$ cat src/rtl/peak_slicer_pkg.sv
package peak_slicer_pkg;
  typedef enum logic [1:0] {
    MODE_CLAMP = 2'd0,
    MODE_FAST  = 2'd1,
    MODE_AVG   = 2'd2
  } lvl_mode_e;
endpackage

$ cat src/rtl/peak_mode_ctrl.sv
module peak_mode_ctrl
  import peak_slicer_pkg::*;
#(
  parameter int FAST_BITS = 30
) (
  input  logic      clk,
  input  logic      rst_n,
  input  logic      acq_i,
  input  logic      bit_stb_i,
  output lvl_mode_e mode_o
);
  localparam int CW = $clog2(FAST_BITS + 1);
  localparam logic [CW-1:0] LAST = CW'(FAST_BITS - 1);

  lvl_mode_e     mode_q;
  logic [CW-1:0] cnt_q;

  always_ff @(posedge clk or negedge rst_n) begin
    if (!rst_n) begin
      mode_q <= MODE_CLAMP;
      cnt_q  <= '0;
    end else if (acq_i) begin
      mode_q <= MODE_CLAMP;
      cnt_q  <= '0;
    end else begin
      case (mode_q)
        MODE_CLAMP: begin
          mode_q <= MODE_FAST;
          cnt_q  <= '0;
        end
        MODE_FAST: begin
          if (bit_stb_i) begin
            if (cnt_q == LAST) mode_q <= MODE_AVG;
            else               cnt_q  <= cnt_q + 1'b1;
          end
        end
        MODE_AVG: mode_q <= MODE_AVG;
        default:  mode_q <= MODE_CLAMP;
      endcase
    end
  end

  assign mode_o = mode_q;


  acq_clamp_chk: assert property (@(posedge clk) disable iff (!rst_n)
    acq_i |=> mode_q == MODE_CLAMP);

  clamp_exit_chk: assert property (@(posedge clk) disable iff (!rst_n)
    (mode_q == MODE_CLAMP && !acq_i) |=> mode_q == MODE_FAST);

  avg_sticky_chk: assert property (@(posedge clk) disable iff (!rst_n)
    (mode_q == MODE_AVG && !acq_i) |=> mode_q == MODE_AVG);

  fast_no_strobe_chk: assert property (@(posedge clk) disable iff (!rst_n)
    (mode_q == MODE_FAST && !acq_i && !bit_stb_i) |=> mode_q == MODE_FAST);
endmodule

$ cat src/rtl/peak_tracker.sv
module peak_tracker #(
  parameter int DW          = 12,
  parameter bit IS_POS      = 1'b1,
  parameter int FAST_ATK_SH = 1,
  parameter int FAST_DEC_SH = 5,
  parameter int AVG_ATK_SH  = 4,
  parameter int AVG_DEC_SH  = 7
) (
  input  logic                 clk,
  input  logic                 rst_n,
  input  logic                 upd_i,
  input  logic                 clamp_i,
  input  logic                 freeze_i,
  input  logic                 fast_i,
  input  logic signed [DW-1:0] x_i,
  output logic signed [DW-1:0] pk_o
);
  localparam int EW = DW + 1;

  logic signed [DW-1:0] pk_q;
  logic signed [EW-1:0] xe, pe, gap, nxt_w;
  logic        [EW-1:0] mag, step;
  logic                 attack, up;

  assign xe = EW'(x_i);
  assign pe = EW'(pk_q);

  generate
    if (IS_POS) begin : g_pos
      assign gap = xe - pe;
      assign up  = attack;
    end else begin : g_neg
      assign gap = pe - xe;
      assign up  = !attack;
    end
  endgenerate

  always_comb begin
    attack = gap > 0;
    mag    = attack ? gap : -gap;
    if (attack) step = fast_i ? (mag >> FAST_ATK_SH) : (mag >> AVG_ATK_SH);
    else        step = fast_i ? (mag >> FAST_DEC_SH) : (mag >> AVG_DEC_SH);
    nxt_w  = up ? (pe + $signed(step)) : (pe - $signed(step));
  end

  always_ff @(posedge clk or negedge rst_n) begin
    if (!rst_n)                 pk_q <= '0;
    else if (upd_i && clamp_i)  pk_q <= x_i;
    else if (upd_i && !freeze_i) pk_q <= nxt_w[DW-1:0];
  end

  assign pk_o = pk_q;


  clamp_load_chk: assert property (@(posedge clk) disable iff (!rst_n)
    (upd_i && clamp_i) |=> pk_o == $past(x_i));

  hold_freeze_chk: assert property (@(posedge clk) disable iff (!rst_n)
    (upd_i && freeze_i && !clamp_i) |=> $stable(pk_o));

  idle_stable_chk: assert property (@(posedge clk) disable iff (!rst_n)
    !upd_i |=> $stable(pk_o));

  toward_sample_chk: assert property (@(posedge clk) disable iff (!rst_n)
    (upd_i && !clamp_i && !freeze_i) |=>
      (($past(pk_o) <= pk_o && pk_o <= $past(x_i)) ||
       ($past(x_i) <= pk_o && pk_o <= $past(pk_o))));
endmodule

$ cat src/rtl/peak_slicer.sv
module peak_slicer
  import peak_slicer_pkg::*;
#(
  parameter int DW          = 12,
  parameter int FAST_BITS   = 30,
  parameter int FAST_ATK_SH = 1,
  parameter int FAST_DEC_SH = 5,
  parameter int AVG_ATK_SH  = 4,
  parameter int AVG_DEC_SH  = 7
) (
  input  logic                 clk,
  input  logic                 rst_n,
  input  logic                 in_valid_i,
  output logic                 in_ready_o,
  input  logic signed [DW-1:0] in_sample_i,
  input  logic                 bit_stb_i,
  input  logic                 acq_i,
  input  logic                 hold_n_i,
  output logic signed [DW-1:0] pos_pk_o,
  output logic signed [DW-1:0] neg_pk_o,
  output logic signed [DW-1:0] thr_o,
  output logic                 out_valid_o,
  output logic                 out_bit_o,
  output logic [1:0]           mode_o
);
  localparam int EW = DW + 1;

  lvl_mode_e            mode;
  logic                 accept, clamp, fast;
  logic signed [EW-1:0] pk_sum;
  logic                 vld_q, bit_q;

  assign in_ready_o = 1'b1;
  assign accept     = in_valid_i && in_ready_o;
  assign clamp      = acq_i || (mode == MODE_CLAMP);
  assign fast       = (mode == MODE_FAST);

  peak_mode_ctrl #(.FAST_BITS(FAST_BITS)) u_mode (
    .clk(clk), .rst_n(rst_n), .acq_i(acq_i), .bit_stb_i(bit_stb_i), .mode_o(mode)
  );

  for (genvar g = 0; g < 2; g++) begin : g_trk
    logic signed [DW-1:0] pk;
    peak_tracker #(
      .DW(DW), .IS_POS(g == 0),
      .FAST_ATK_SH(FAST_ATK_SH), .FAST_DEC_SH(FAST_DEC_SH),
      .AVG_ATK_SH(AVG_ATK_SH), .AVG_DEC_SH(AVG_DEC_SH)
    ) u_trk (
      .clk(clk), .rst_n(rst_n), .upd_i(accept), .clamp_i(clamp),
      .freeze_i(!hold_n_i), .fast_i(fast), .x_i(in_sample_i), .pk_o(pk)
    );
  end

  assign pos_pk_o = g_trk[0].pk;
  assign neg_pk_o = g_trk[1].pk;

  assign pk_sum = EW'(pos_pk_o) + EW'(neg_pk_o);
  assign thr_o  = pk_sum[EW-1:1];

  always_ff @(posedge clk or negedge rst_n) begin
    if (!rst_n) begin
      vld_q <= 1'b0;
      bit_q <= 1'b0;
    end else begin
      vld_q <= accept;
      if (accept) bit_q <= (in_sample_i < thr_o);
    end
  end

  assign out_valid_o = vld_q;
  assign out_bit_o   = bit_q;
  assign mode_o      = mode;


  out_valid_rise_chk: assert property (@(posedge clk) disable iff (!rst_n)
    in_valid_i |=> out_valid_o);

  out_valid_idle_chk: assert property (@(posedge clk) disable iff (!rst_n)
    !in_valid_i |=> !out_valid_o);

  thr_between_chk: assert property (@(posedge clk) disable iff (!rst_n)
    (pos_pk_o >= neg_pk_o) |-> (thr_o >= neg_pk_o && thr_o <= pos_pk_o));

  slice_high_chk: assert property (@(posedge clk) disable iff (!rst_n)
    (in_valid_i && in_sample_i >= thr_o) |=> !out_bit_o);
endmodule

$ cat config.mk
export PLATFORM = sky130hd
export DESIGN_NAME = peak_slicer
export DESIGN_NICKNAME = d
export VERILOG_FILES = /design/src/rtl/peak_slicer_pkg.sv /design/src/rtl/peak_mode_ctrl.sv /design/src/rtl/peak_tracker.sv /design/src/rtl/peak_slicer.sv
export SDC_FILE = /design/constraint.sdc
export NUM_CORES = 1
export LEC_CHECK = 0
export BUFFER_PORTS_ARGS = -buffer_cell sky130_fd_sc_hd__clkbuf_2
export CAP_MARGIN = 10
export CORE_ASPECT_RATIO = 0.5
export CORE_MARGIN = 2
export CORE_UTILIZATION = 60
export CTS_CLUSTER_DIAMETER = 60
export CTS_CLUSTER_SIZE = 40
export DETAILED_ROUTE_END_ITERATION = 8
export PLACE_DENSITY = 0.89
export SYNTH_ARGS = -nofsm -noshare
export SYNTH_HDL_FRONTEND = slang
export SYNTH_SLANG_ARGS = --single-unit
$ cat constraint.sdc
create_clock -name clk -period 11.95 [get_ports clk]
set_clock_uncertainty 0.15 [all_clocks]
set_input_delay 3.585 -clock clk [delete_from_list [all_inputs] [get_ports clk]]
set_output_delay 3.585 -clock clk [all_outputs]
set_load 0.01 [all_outputs]
==> key figures, run 1 <==
Worst setup path
  – CP endpoint kind: register
  – Crit start category: input pin
  – R2R cell count: 26
  – CP peak stage delay: between 0.6 and 0.7 ns
  – Worst setup startpoint: in_sample_i[1]
  – Most frequent CP cell: a21oi_1
  – Crit path max-delay family: compound AO/OA/AOI/OAI gates
  – CP max FO: 9
  – Terminus of the critical flop-to-flop path: g_trk[1].u_trk.pk_o[11]$_DFFE_PN0P_
  – Internal reg-to-reg setup slack: approximately 5 ns
  – CP arrival: between 9 and 10 ns
  – CP Depth: 26
  – Slowest CP cell: a211oi_1
  – Crit path to: g_trk[1].u_trk.pk_o[11]$_DFFE_PN0P_
  – CP Data Required Time: 11.98 ns
  – RR Startpoint: g_trk[1].u_trk.pk_o[0]$_DFFE_PN0P_
  – WP buf/inv: 3
  – Critical path type: input pin to register

GRT
  – Initial antenna violation count: 0
  – Largest net degree at the start of global routing: 52
  – Global-route wire length before repair: roughly 31,000 um
  – GRT Total Usage: 32.7%
  – GRT Residual Overflow: 0
  – Vias in the first global route: roughly 6,500

Clock tree
  – Clock-pin slew on the worst setup and hold paths: about 0.06 ns
  – CTS tree: done
  – Setup bufs post-CTS: 0
  – CTS resizes: 0
  – Clock buffer depth: 2
  – Cts hold-fix bufs: 0
  – Clock sink count: 33
  – TritonCTS buffer count: 5
  – H-tree depth: 2
  – Clk root buf: clkbuf_16
  – Later-pin clock latency in the skew report: between 0.2 and 0.3 ns

Detailed routing
  – DR vias/cell: between 6 and 7
  – DR iter-0 viols: 589
  – ANT nets after route: 0
  – Avg WL per Cell: 18.3 um
  – First-pass DRT Iterations: 5
  – Total number of vias: 6,936
  – Total wire length: about 19,000 um
  – # DRC: 0

Synthesis
  – Area contributors post-synth: ha_1 (15%), dfrtp_1 (13%), a21oi_1 (6.2%)
  – Cell taking the most area after synthesis: ha_1
  – Post-synth cell types: 92
  – Synth Cell Area: approximately 0.0065 mm2
  – Area share of the largest cell type after synthesis: 14.9%
  – Mux cell area share after synthesis: about 2.1%
  – Synthesized area per cell: approximately 7.4 um2
  – Synth Area in Adders: 16.4%
  – Compound-gate portion of the synthesized area: between 20% and 30%
  – Register area share after synthesis: 12.8%
  – Simple-gate share of the synthesized area: a little under a quarter
  – Yosys reg bits: 33
  – Combinational family with the most area after synthesis: compound AO/OA/AOI/OAI gates
  – Main synth FF type: dfrtp_1
  – Post-synth ARST share: 100%
  – Post-synthesis xor/xnor area fraction: slightly above 8%
  – Mapped Cells: between 800 and 900
  – Synth warnings: 0
  – Number of synthesized flops with an enable pin: 0
  – Net Count, Synth: roughly 1,000

Floorplanning
  – Total die area: 0.0117 mm2
  – Core Rows: 26
  – Die Y: about 77 um
  – I/O pins: 59
  – Core area: between 0.01 and 0.015 mm2
  – Die width: about 150 um
  – Initial Util: about 63%

Cells and area
  – Layout cell share with drive strength beyond 1: ~11%
  – Design Area, Final: 0.00697 mm2
  – Non-filler instance count after layout: around 1,000
  – Area Growth Syn to Fin: 7.62%
  – Diodes inserted: 0
  – Final #Nets: between 1,000 and 1,500

Job
  – Max Cap Violations: 0

STA
  – Peak Freq: around 0.1 GHz
  – Final Max Slew Viols: 0
  – Max-slew headroom at the worst pin: roughly two fifths
  – Tightest Pin Transition: just over 0.9 ns
  – Min cycle time layout: ~9.8 ns
  – Setup violations, final: 0
  – Worst hold slack: 0.348 ns
  – RSZ-0062 raised after global routing: no
  – Period utilization: 81.9%
  – Final hold violations: 0
  – Total Negative Setup Slacks: 0 ns

Placed design
  – Placer Congestion: roughly 1
  – IO Port Bufs: 57
  – Dpl cells: around 1,000
  – Placed cell areas: 0.00678 mm2
  – Post-DP HPWL: around 15,000 um

Status
  – Status: completed

Hold path
  – Worst hold path class: register to register
## stage by stage
step / utilization [%] / setup WS, ns
after global routing: 67.3 / 1.66
after global placement: 65.5 / 2.35
after CTS: 67.3 / 2.30
final: 67.3 / 2.16
after detailed placement: 65.5 / 2.02
after floorplan: - / 3.02
## sequential cells by signal (all words and copies together) (netlist names)
signal            cells
u_mode.cnt_q          5
g_trk.u_trk.pk_o     24
out_valid_o           1
u_mode.mode_o         2
out_bit_o             1
## synth_stat cells, types with 5 or more instances
library cell	instances
fa_1	5
nand4_1	5
a31oi_1	8
o31ai_1	7
nor3_1	21
buf_2	6
buf_4	7
o21a_1	13
a21o_1	14
o21bai_1	16
o21ai_0	42
mux2i_1	10
a211o_1	6
nand3_1	23
o2111ai_1	8
nand2b_1	13
nor4_1	6
ha_1	77
inv_1	71
o211ai_1	9
nor3b_1	8
nor2_1	69
and3_1	7
xor2_1	18
nor2b_1	14
o22ai_1	6
and2_1	6
a21oi_1	80
dfrtp_1	33
xnor2_1	41
nand2_1	83
a22oi_1	12
nand3b_1	7
or2_2	7
clkbuf_1	23
or3_1	8
a211oi_1	13
## cells in the final DEF (no fill, tap or decap), types with 4 or more instances in the layout
cell type / instances
xnor2_1: 41
nand4_1: 5
a31oi_1: 8
o2111ai_1: 8
buf_4: 4
ha_1: 77
a211o_1: 6
nand3b_1: 7
o22ai_1: 6
or2_2: 7
clkbuf_16: 5
nand2b_1: 13
nor3b_1: 8
a22oi_1: 12
fa_1: 5
o21ai_0: 42
mux2i_1: 10
and2_1: 6
nor3_1: 21
xor2_1: 18
a211oi_1: 13
or3_1: 8
o31ai_1: 7
nand3_1: 23
dfrtp_1: 33
nor2b_1: 14
clkbuf_2: 57
o21a_1: 13
and3_1: 7
a21o_1: 14
o211ai_1: 9
inv_1: 71
a21oi_1: 80
o21bai_1: 16
nor4_1: 6
nand2_1: 83
nor2_1: 69
## area by class of cell
| cell class | instances | area (um2) |
|---|---|---|
| flip-flops and latches | 33 | 826 |
| clock buffers | 5 | 125 |
| clock inverters | 3 | 65.1 |
| multi-input cells | 736 | 5190 |
| repair buffers | 61 | 315 |
| well taps | 140 | 175 |
| fillers | 844 | 3380 |
| inverters | 71 | 267 |
## routing by layer
| metal | up-vias | global-route usage (%) | part of all wire, % |
|---|---|---|---|
| met4 | 0 | 12.6 | 3.3 |
| met5 | - | 0 | 0 |
| li1 | 3260 | - | - |
| met2 | 383 | 53.6 | 46 |
| met3 | 61 | 4.88 | 9.2 |
| met1 | 3232 | 43.6 | 42 |
## logic make-up after synthesis
logic type | count (synthesis)
AND/OR/NAND/NOR | 299
AO/OA/AOI/OAI | 281
buffers and inverters | 110
adder cells (fa/ha/maj) | 82
XOR/XNOR | 60
flip-flops | 33
multiplexers | 13
other | 1
## how the worst min path moves through the flow
stage,startpoint,end,depth (start not counted)
global route,u_mode.cnt_q[4]$_DFFE_PN0P_,u_mode.cnt_q[4]$_DFFE_PN0P_,1
floorplan,u_mode.cnt_q[4]$_DFFE_PN0P_,u_mode.cnt_q[4]$_DFFE_PN0P_,1
global placement,u_mode.cnt_q[4]$_DFFE_PN0P_,u_mode.cnt_q[4]$_DFFE_PN0P_,1
detailed placement,u_mode.cnt_q[4]$_DFFE_PN0P_,u_mode.cnt_q[4]$_DFFE_PN0P_,1
CTS,u_mode.cnt_q[4]$_DFFE_PN0P_,u_mode.cnt_q[4]$_DFFE_PN0P_,1
finish,u_mode.cnt_q[4]$_DFFE_PN0P_,u_mode.cnt_q[4]$_DFFE_PN0P_,1
Power of run 1 is not shown: default switching activity piles up to over one toggle a cycle in this logic, so the estimate is an artifact.
==> run 2: changes to the inputs <==
clock period = 9.26 ns   (was 11.95 ns; I/O delays follow)
==> key figures, run 2 (synthesis results as in run 1) <==
Cells and area
  – Commonest non-fill, non-tap cell in the layout: nand2_1
  – FF+latch area: ~830 um2
  – Largest reg by FF count: g_trk.u_trk.pk_o
  – Max reg flops: 24
  – Area Growth Syn to Fin: 7.29%
  – Filler cell count: approximately 840
  – Most frequent cells in the layout: nand2_1 (83), a21oi_1 (80), ha_1 (77)
  – Area of the multi-input gates: just over 0.005 mm2
  – Final #Nets: 1,012
  – Diodes inserted: 0
  – Layout cell share with drive strength beyond 1: between 10% and 20%

Clock tree
  – Clk root buf: clkbuf_16
  – H-tree depth: 2
  – Clock buffer depth: 2
  – Clock-pin slew on the worst setup and hold paths: 0.06 ns
  – Later-pin clock latency in the skew report: between 0.2 and 0.3 ns
  – TritonCTS buffer count: 5
  – CTS resizes: 0
  – Cts hold-fix bufs: 0
  – Setup bufs post-CTS: 0
  – CTS tree: done
  – Clock sink count: 33

Floorplanning
  – Core Rows: 26
  – Core area: 0.0103 mm2
  – Initial Util: between 60% and 70%
  – Die width: 151 um
  – Die Y: about 77 um
  – Total die area: 0.0117 mm2
  – I/O pins: 59

STA
  – Tightest Pin Transition: approximately 1.1 ns
  – Peak Freq: ~0.11 GHz
  – RSZ-0062 raised after global routing: no
  – Period utilization: 94.4%
  – Total Negative Setup Slacks: 0 ns
  – Min cycle time layout: between 8 and 9 ns
  – Setup violations, final: 0
  – Final Max Slew Viols: 0
  – Final hold violations: 0
  – Max-slew headroom at the worst pin: roughly 29%

GRT
  – Vias in the first global route: ~6,500
  – Largest net degree at the start of global routing: 52
  – Initial antenna violation count: 0
  – GRT Total Usage: between 30% and 40%
  – GRT Residual Overflow: 0
  – Global-route wire length before repair: around 32,000 um

Placed design
  – IO Port Bufs: 57
  – Post-DP HPWL: approximately 15,000 um
  – Placer Congestion: approximately 0.98

Detailed routing
  – First-pass DRT Iterations: 6
  – DR iter-0 viols: about 620
  – Total wire length: around 19,000 um
  – Detail Route met2 WL: slightly below 9000 um
  – Total number of vias: between 6,000 and 7,000
  – Avg WL per Cell: 18.1 um
  – # DRC: 0
  – Top layer in use: met4
  – Met1 WL: ~8100 um
  – DR vias/cell: around 6.6
  – ANT nets after route: 0
  – Wire length on met3: about 1700 um

Worst setup path
  – Internal reg-to-reg setup slack: 2.69 ns
  – R2R cell count: 25
  – Worst setup startpoint: in_sample_i[1]
  – CP Data Required Time: 9.28 ns
  – Crit path to: g_trk[1].u_trk.pk_o[11]$_DFFE_PN0P_
  – Crit start category: input pin
  – Terminus of the critical flop-to-flop path: g_trk[1].u_trk.pk_o[11]$_DFFE_PN0P_
  – CP max FO: 9
  – Critical path type: input pin to register
  – CP arrival: approximately 8.8 ns
  – RR Startpoint: g_trk[1].u_trk.pk_o[1]$_DFFE_PN0P_
  – CP endpoint kind: register

Hold path
  – Worst Hold Launch: u_mode.cnt_q[4]$_DFFE_PN0P_
  – Worst hold path class: register to register

Status
  – Status: completed

Job
  – Max Cap Violations: 0
## run 2: cell count changes in the layout (fill, tap and decap cells not counted), sizes merged
cell / change
bufinv: -2
clkinv: +1
clkbuf: +1
buf: +4
## run 2: how the worst min path moves through the flow
stage | endpoint | slack, ns | cells after the start
floorplan | u_mode.cnt_q[4]$_DFFE_PN0P_ | 0.30 | 1
global placement | u_mode.cnt_q[4]$_DFFE_PN0P_ | 0.32 | 1
detailed placement | u_mode.cnt_q[4]$_DFFE_PN0P_ | 0.32 | 1
CTS | u_mode.cnt_q[4]$_DFFE_PN0P_ | 0.33 | 1
global route | u_mode.cnt_q[4]$_DFFE_PN0P_ | 0.38 | 1
finish | u_mode.cnt_q[4]$_DFFE_PN0P_ | 0.33 | 1
## run 2: routing by layer
| layer | global-route usage (%) | vias to the layer above |
|---|---|---|
| met4 | 13.2 | 0 |
| met1 | 44.4 | 3244 |
| met2 | 54.5 | 346 |
| met5 | 0 | - |
| met3 | 4.94 | 72 |
| li1 | - | 3266 |
## run 2: final cells by class
cell class                 count  area share [%]
multi-input combinational    736            74.8
sequential                    33            11.9
timing repair buffer          65            4.97
inverter                      71            3.84
tap                          140            2.52
clock buffer                   6            1.86
clock inverter                 2           0.144
## run 2: critical path, cell delays in order
cell and delay [ns]:
clkbuf_2 0.20, inv_1 0.12, ha_1 0.33, and2b_1 0.18
o2111ai_1 0.20, a211o_1 0.39, and3_1 0.32, nor4_4 0.41
o31a_1 0.32, o21ai_0 0.18, a211oi_1 0.60, nand2b_1 0.24
o21a_1 0.13, mux2_2 0.33, ha_1 0.31, inv_1 0.06
o21bai_1 0.14, a21oi_1 0.11, o21bai_1 0.14, a21oi_1 0.11
nor2b_1 0.11, o21ai_0 0.11, a21oi_1 0.39, nor4_1 0.10
a311o_1 0.33, nand2b_1 0.14
## run 2: stage by stage
step | instance area, um2 | util (%) | hold WS, ns | setup slack [ns] | cells
4_1_cts | 6940 | 67.1 | 0.331 | 0.656 | 1053
3_5_place_dp | 6810 | 65.8 | 0.323 | 0.390 | 1045
6_report | 6940 | 67.1 | 0.328 | 0.520 | 1053
2_1_floorplan | 6470 | - | 0.296 | 1.14 | 879
5_1_grt | 6940 | 67.1 | 0.383 | 0.0443 | 1053
3_3_place_gp | 6810 | 65.8 | 0.322 | 0.630 | 1045
Power of run 2 is left out for the same reason.
==> run 3: changes to the inputs <==
CORE_UTILIZATION = 61   (was 60)
PLACE_DENSITY = 0.91   (was 0.89)
==> key figures, run 3 (synthesis results as in run 1) <==
Status
  – Status: completed

Worst setup path
  – CP peak stage delay: between 0.6 and 0.7 ns
  – CP max FO: 6
  – Slowest CP cell: or4_1
  – Crit start category: input pin
  – Worst setup startpoint: in_sample_i[0]
  – RR Startpoint: g_trk[1].u_trk.pk_o[0]$_DFFE_PN0P_
  – R2R cell count: 25
  – CP endpoint kind: register
  – CP arrival: slightly below 9 ns
  – Most frequent CP cell: a21oi_1
  – Critical path type: input pin to register
  – WP buf/inv: 1
  – Terminus of the critical flop-to-flop path: g_trk[1].u_trk.pk_o[11]$_DFFE_PN0P_
  – CP Depth: 25
  – CP Data Required Time: ~9.3 ns
  – Internal reg-to-reg setup slack: between 2 and 3 ns
  – Crit path max-delay family: compound AO/OA/AOI/OAI gates
  – Crit path to: g_trk[1].u_trk.pk_o[11]$_DFFE_PN0P_

Cells and area
  – Commonest non-fill, non-tap cell in the layout: nand2_1
  – Non-filler instance count after layout: approximately 1,100
  – Final #Nets: between 1,000 and 1,500
  – Layout cell share with drive strength beyond 1: 11.4%
  – Most frequent cells in the layout: nand2_1 (83), a21oi_1 (80), ha_1 (77)
  – Max reg flops: 24
  – Diodes inserted: 0
  – Largest reg by FF count: g_trk.u_trk.pk_o
  – Area Growth Syn to Fin: 7.19%

GRT
  – Global-route wire length before repair: around 32,000 um
  – GRT Total Usage: between 30% and 40%
  – Vias in the first global route: ~6,700
  – GRT Residual Overflow: 0
  – Largest net degree at the start of global routing: between 50 and 60
  – Initial antenna violation count: 0

Clock tree
  – Clock-pin slew on the worst setup and hold paths: 0.06 ns
  – Clock sink count: 33
  – H-tree depth: 2
  – Later-pin clock latency in the skew report: 0.29 ns
  – CTS tree: done
  – Clk root buf: clkbuf_16
  – TritonCTS buffer count: 5
  – Setup bufs post-CTS: 0
  – Clock buffer depth: 2
  – Cts hold-fix bufs: 0

STA
  – Min cycle time layout: about 9 ns
  – Setup violations, final: 0
  – RSZ-0062 raised after global routing: no
  – Worst Setup Slack, final: around 0.46 ns
  – Final Max Slew Viols: 0
  – Tightest Pin Transition: approximately 1.0 ns
  – Final hold violations: 0
  – Period utilization: between 90% and 100%
  – Total Negative Setup Slacks: 0 ns
  – Peak Freq: about 0.11 GHz
  – Max-slew headroom at the worst pin: 30.7%

Detailed routing
  – # DRC: 0
  – Total wire length: 19,300 um
  – Avg WL per Cell: 18.4 um
  – Met1 WL: between 8000 and 9000 um
  – ANT nets after route: 0
  – Top layer in use: met4
  – First-pass DRT Iterations: 5
  – DR iter-0 viols: around 700
  – DR vias/cell: about 6.6
  – Total number of vias: roughly 7,000
  – Wire length on met3: roughly 1600 um
  – Detail Route met2 WL: just under 9000 um

Floorplanning
  – Core Rows: 26
  – Core area: 0.0103 mm2
  – Total die area: 0.0115 mm2
  – Die Y: a little under 80 um
  – Die width: about 150 um
  – I/O pins: 59
  – Initial Util: between 60% and 70%

Placed design
  – Placer Congestion: around 0.99
  – Dpl cells: 1,043
  – IO Port Bufs: between 50 and 60
  – Place WS: 0.338 ns
  – Post-DP HPWL: between 10,000 and 15,000 um

Job
  – Max Cap Violations: 0

Hold path
  – Worst hold path class: register to register
run 3: cell type report:
| cell class | instances | area, um2 |
|---|---|---|
| inverter | 71 | 267 |
| tap | 140 | 175 |
| clock buffer | 5 | 125 |
| sequential | 33 | 826 |
| timing repair buffer | 63 | 330 |
| multi-input combinational | 736 | 5200 |
| clock inverter | 3 | 17.5 |
| fill | 821 | 3340 |
run 3: metal layers:
metal  GRT usage (%)  vias up
met5               0        -
met4            15.3        0
met3            5.65       89
met2            55.9      363
met1            43.2     3260
li1                -     3266
run 3: worst min-delay path by stage:
| stage | to | slack, ns | cells past startpoint | startpoint |
|---|---|---|---|---|
| after global routing | u_mode.cnt_q[4]$_DFFE_PN0P_ | 0.37 | 1 | u_mode.cnt_q[4]$_DFFE_PN0P_ |
| after CTS | u_mode.cnt_q[4]$_DFFE_PN0P_ | 0.35 | 1 | u_mode.cnt_q[4]$_DFFE_PN0P_ |
| after detailed placement | u_mode.cnt_q[4]$_DFFE_PN0P_ | 0.34 | 1 | u_mode.cnt_q[4]$_DFFE_PN0P_ |
| after floorplan | u_mode.cnt_q[4]$_DFFE_PN0P_ | 0.30 | 1 | u_mode.cnt_q[4]$_DFFE_PN0P_ |
| final | u_mode.cnt_q[4]$_DFFE_PN0P_ | 0.37 | 1 | u_mode.cnt_q[4]$_DFFE_PN0P_ |
| after global placement | u_mode.cnt_q[4]$_DFFE_PN0P_ | 0.32 | 1 | u_mode.cnt_q[4]$_DFFE_PN0P_ |
run 3: timing repair:
item	in CTS	in global routing
setup endpoints to repair	0	1
endpoints found under the hold margin	0	0
resized for setup	0	1
run 3: per-stage QoR:
stage / util [%] / instance area, um2 / hold slack [ns]
2_1_floorplan: - / 6470 / 0.296
3_3_place_gp: 66.1 / 6790 / 0.323
3_5_place_dp: 66.1 / 6790 / 0.337
4_1_cts: 67.4 / 6930 / 0.353
5_1_grt: 67.5 / 6940 / 0.374
6_report: 67.5 / 6940 / 0.370
run 3: worst reg2reg max path, delay by kind of cell (launching register included):
family                   cells  cell delay (ns)
AO/OA/AOI/OAI               13             2.85
AND/OR/NAND/NOR              7             1.80
adder cells (fa/ha/maj)      3             1.00
flip-flops                   1             0.38
XOR/XNOR                     1             0.24
buffers and inverters        1             0.11
Power of run 3 is left out for the same reason.
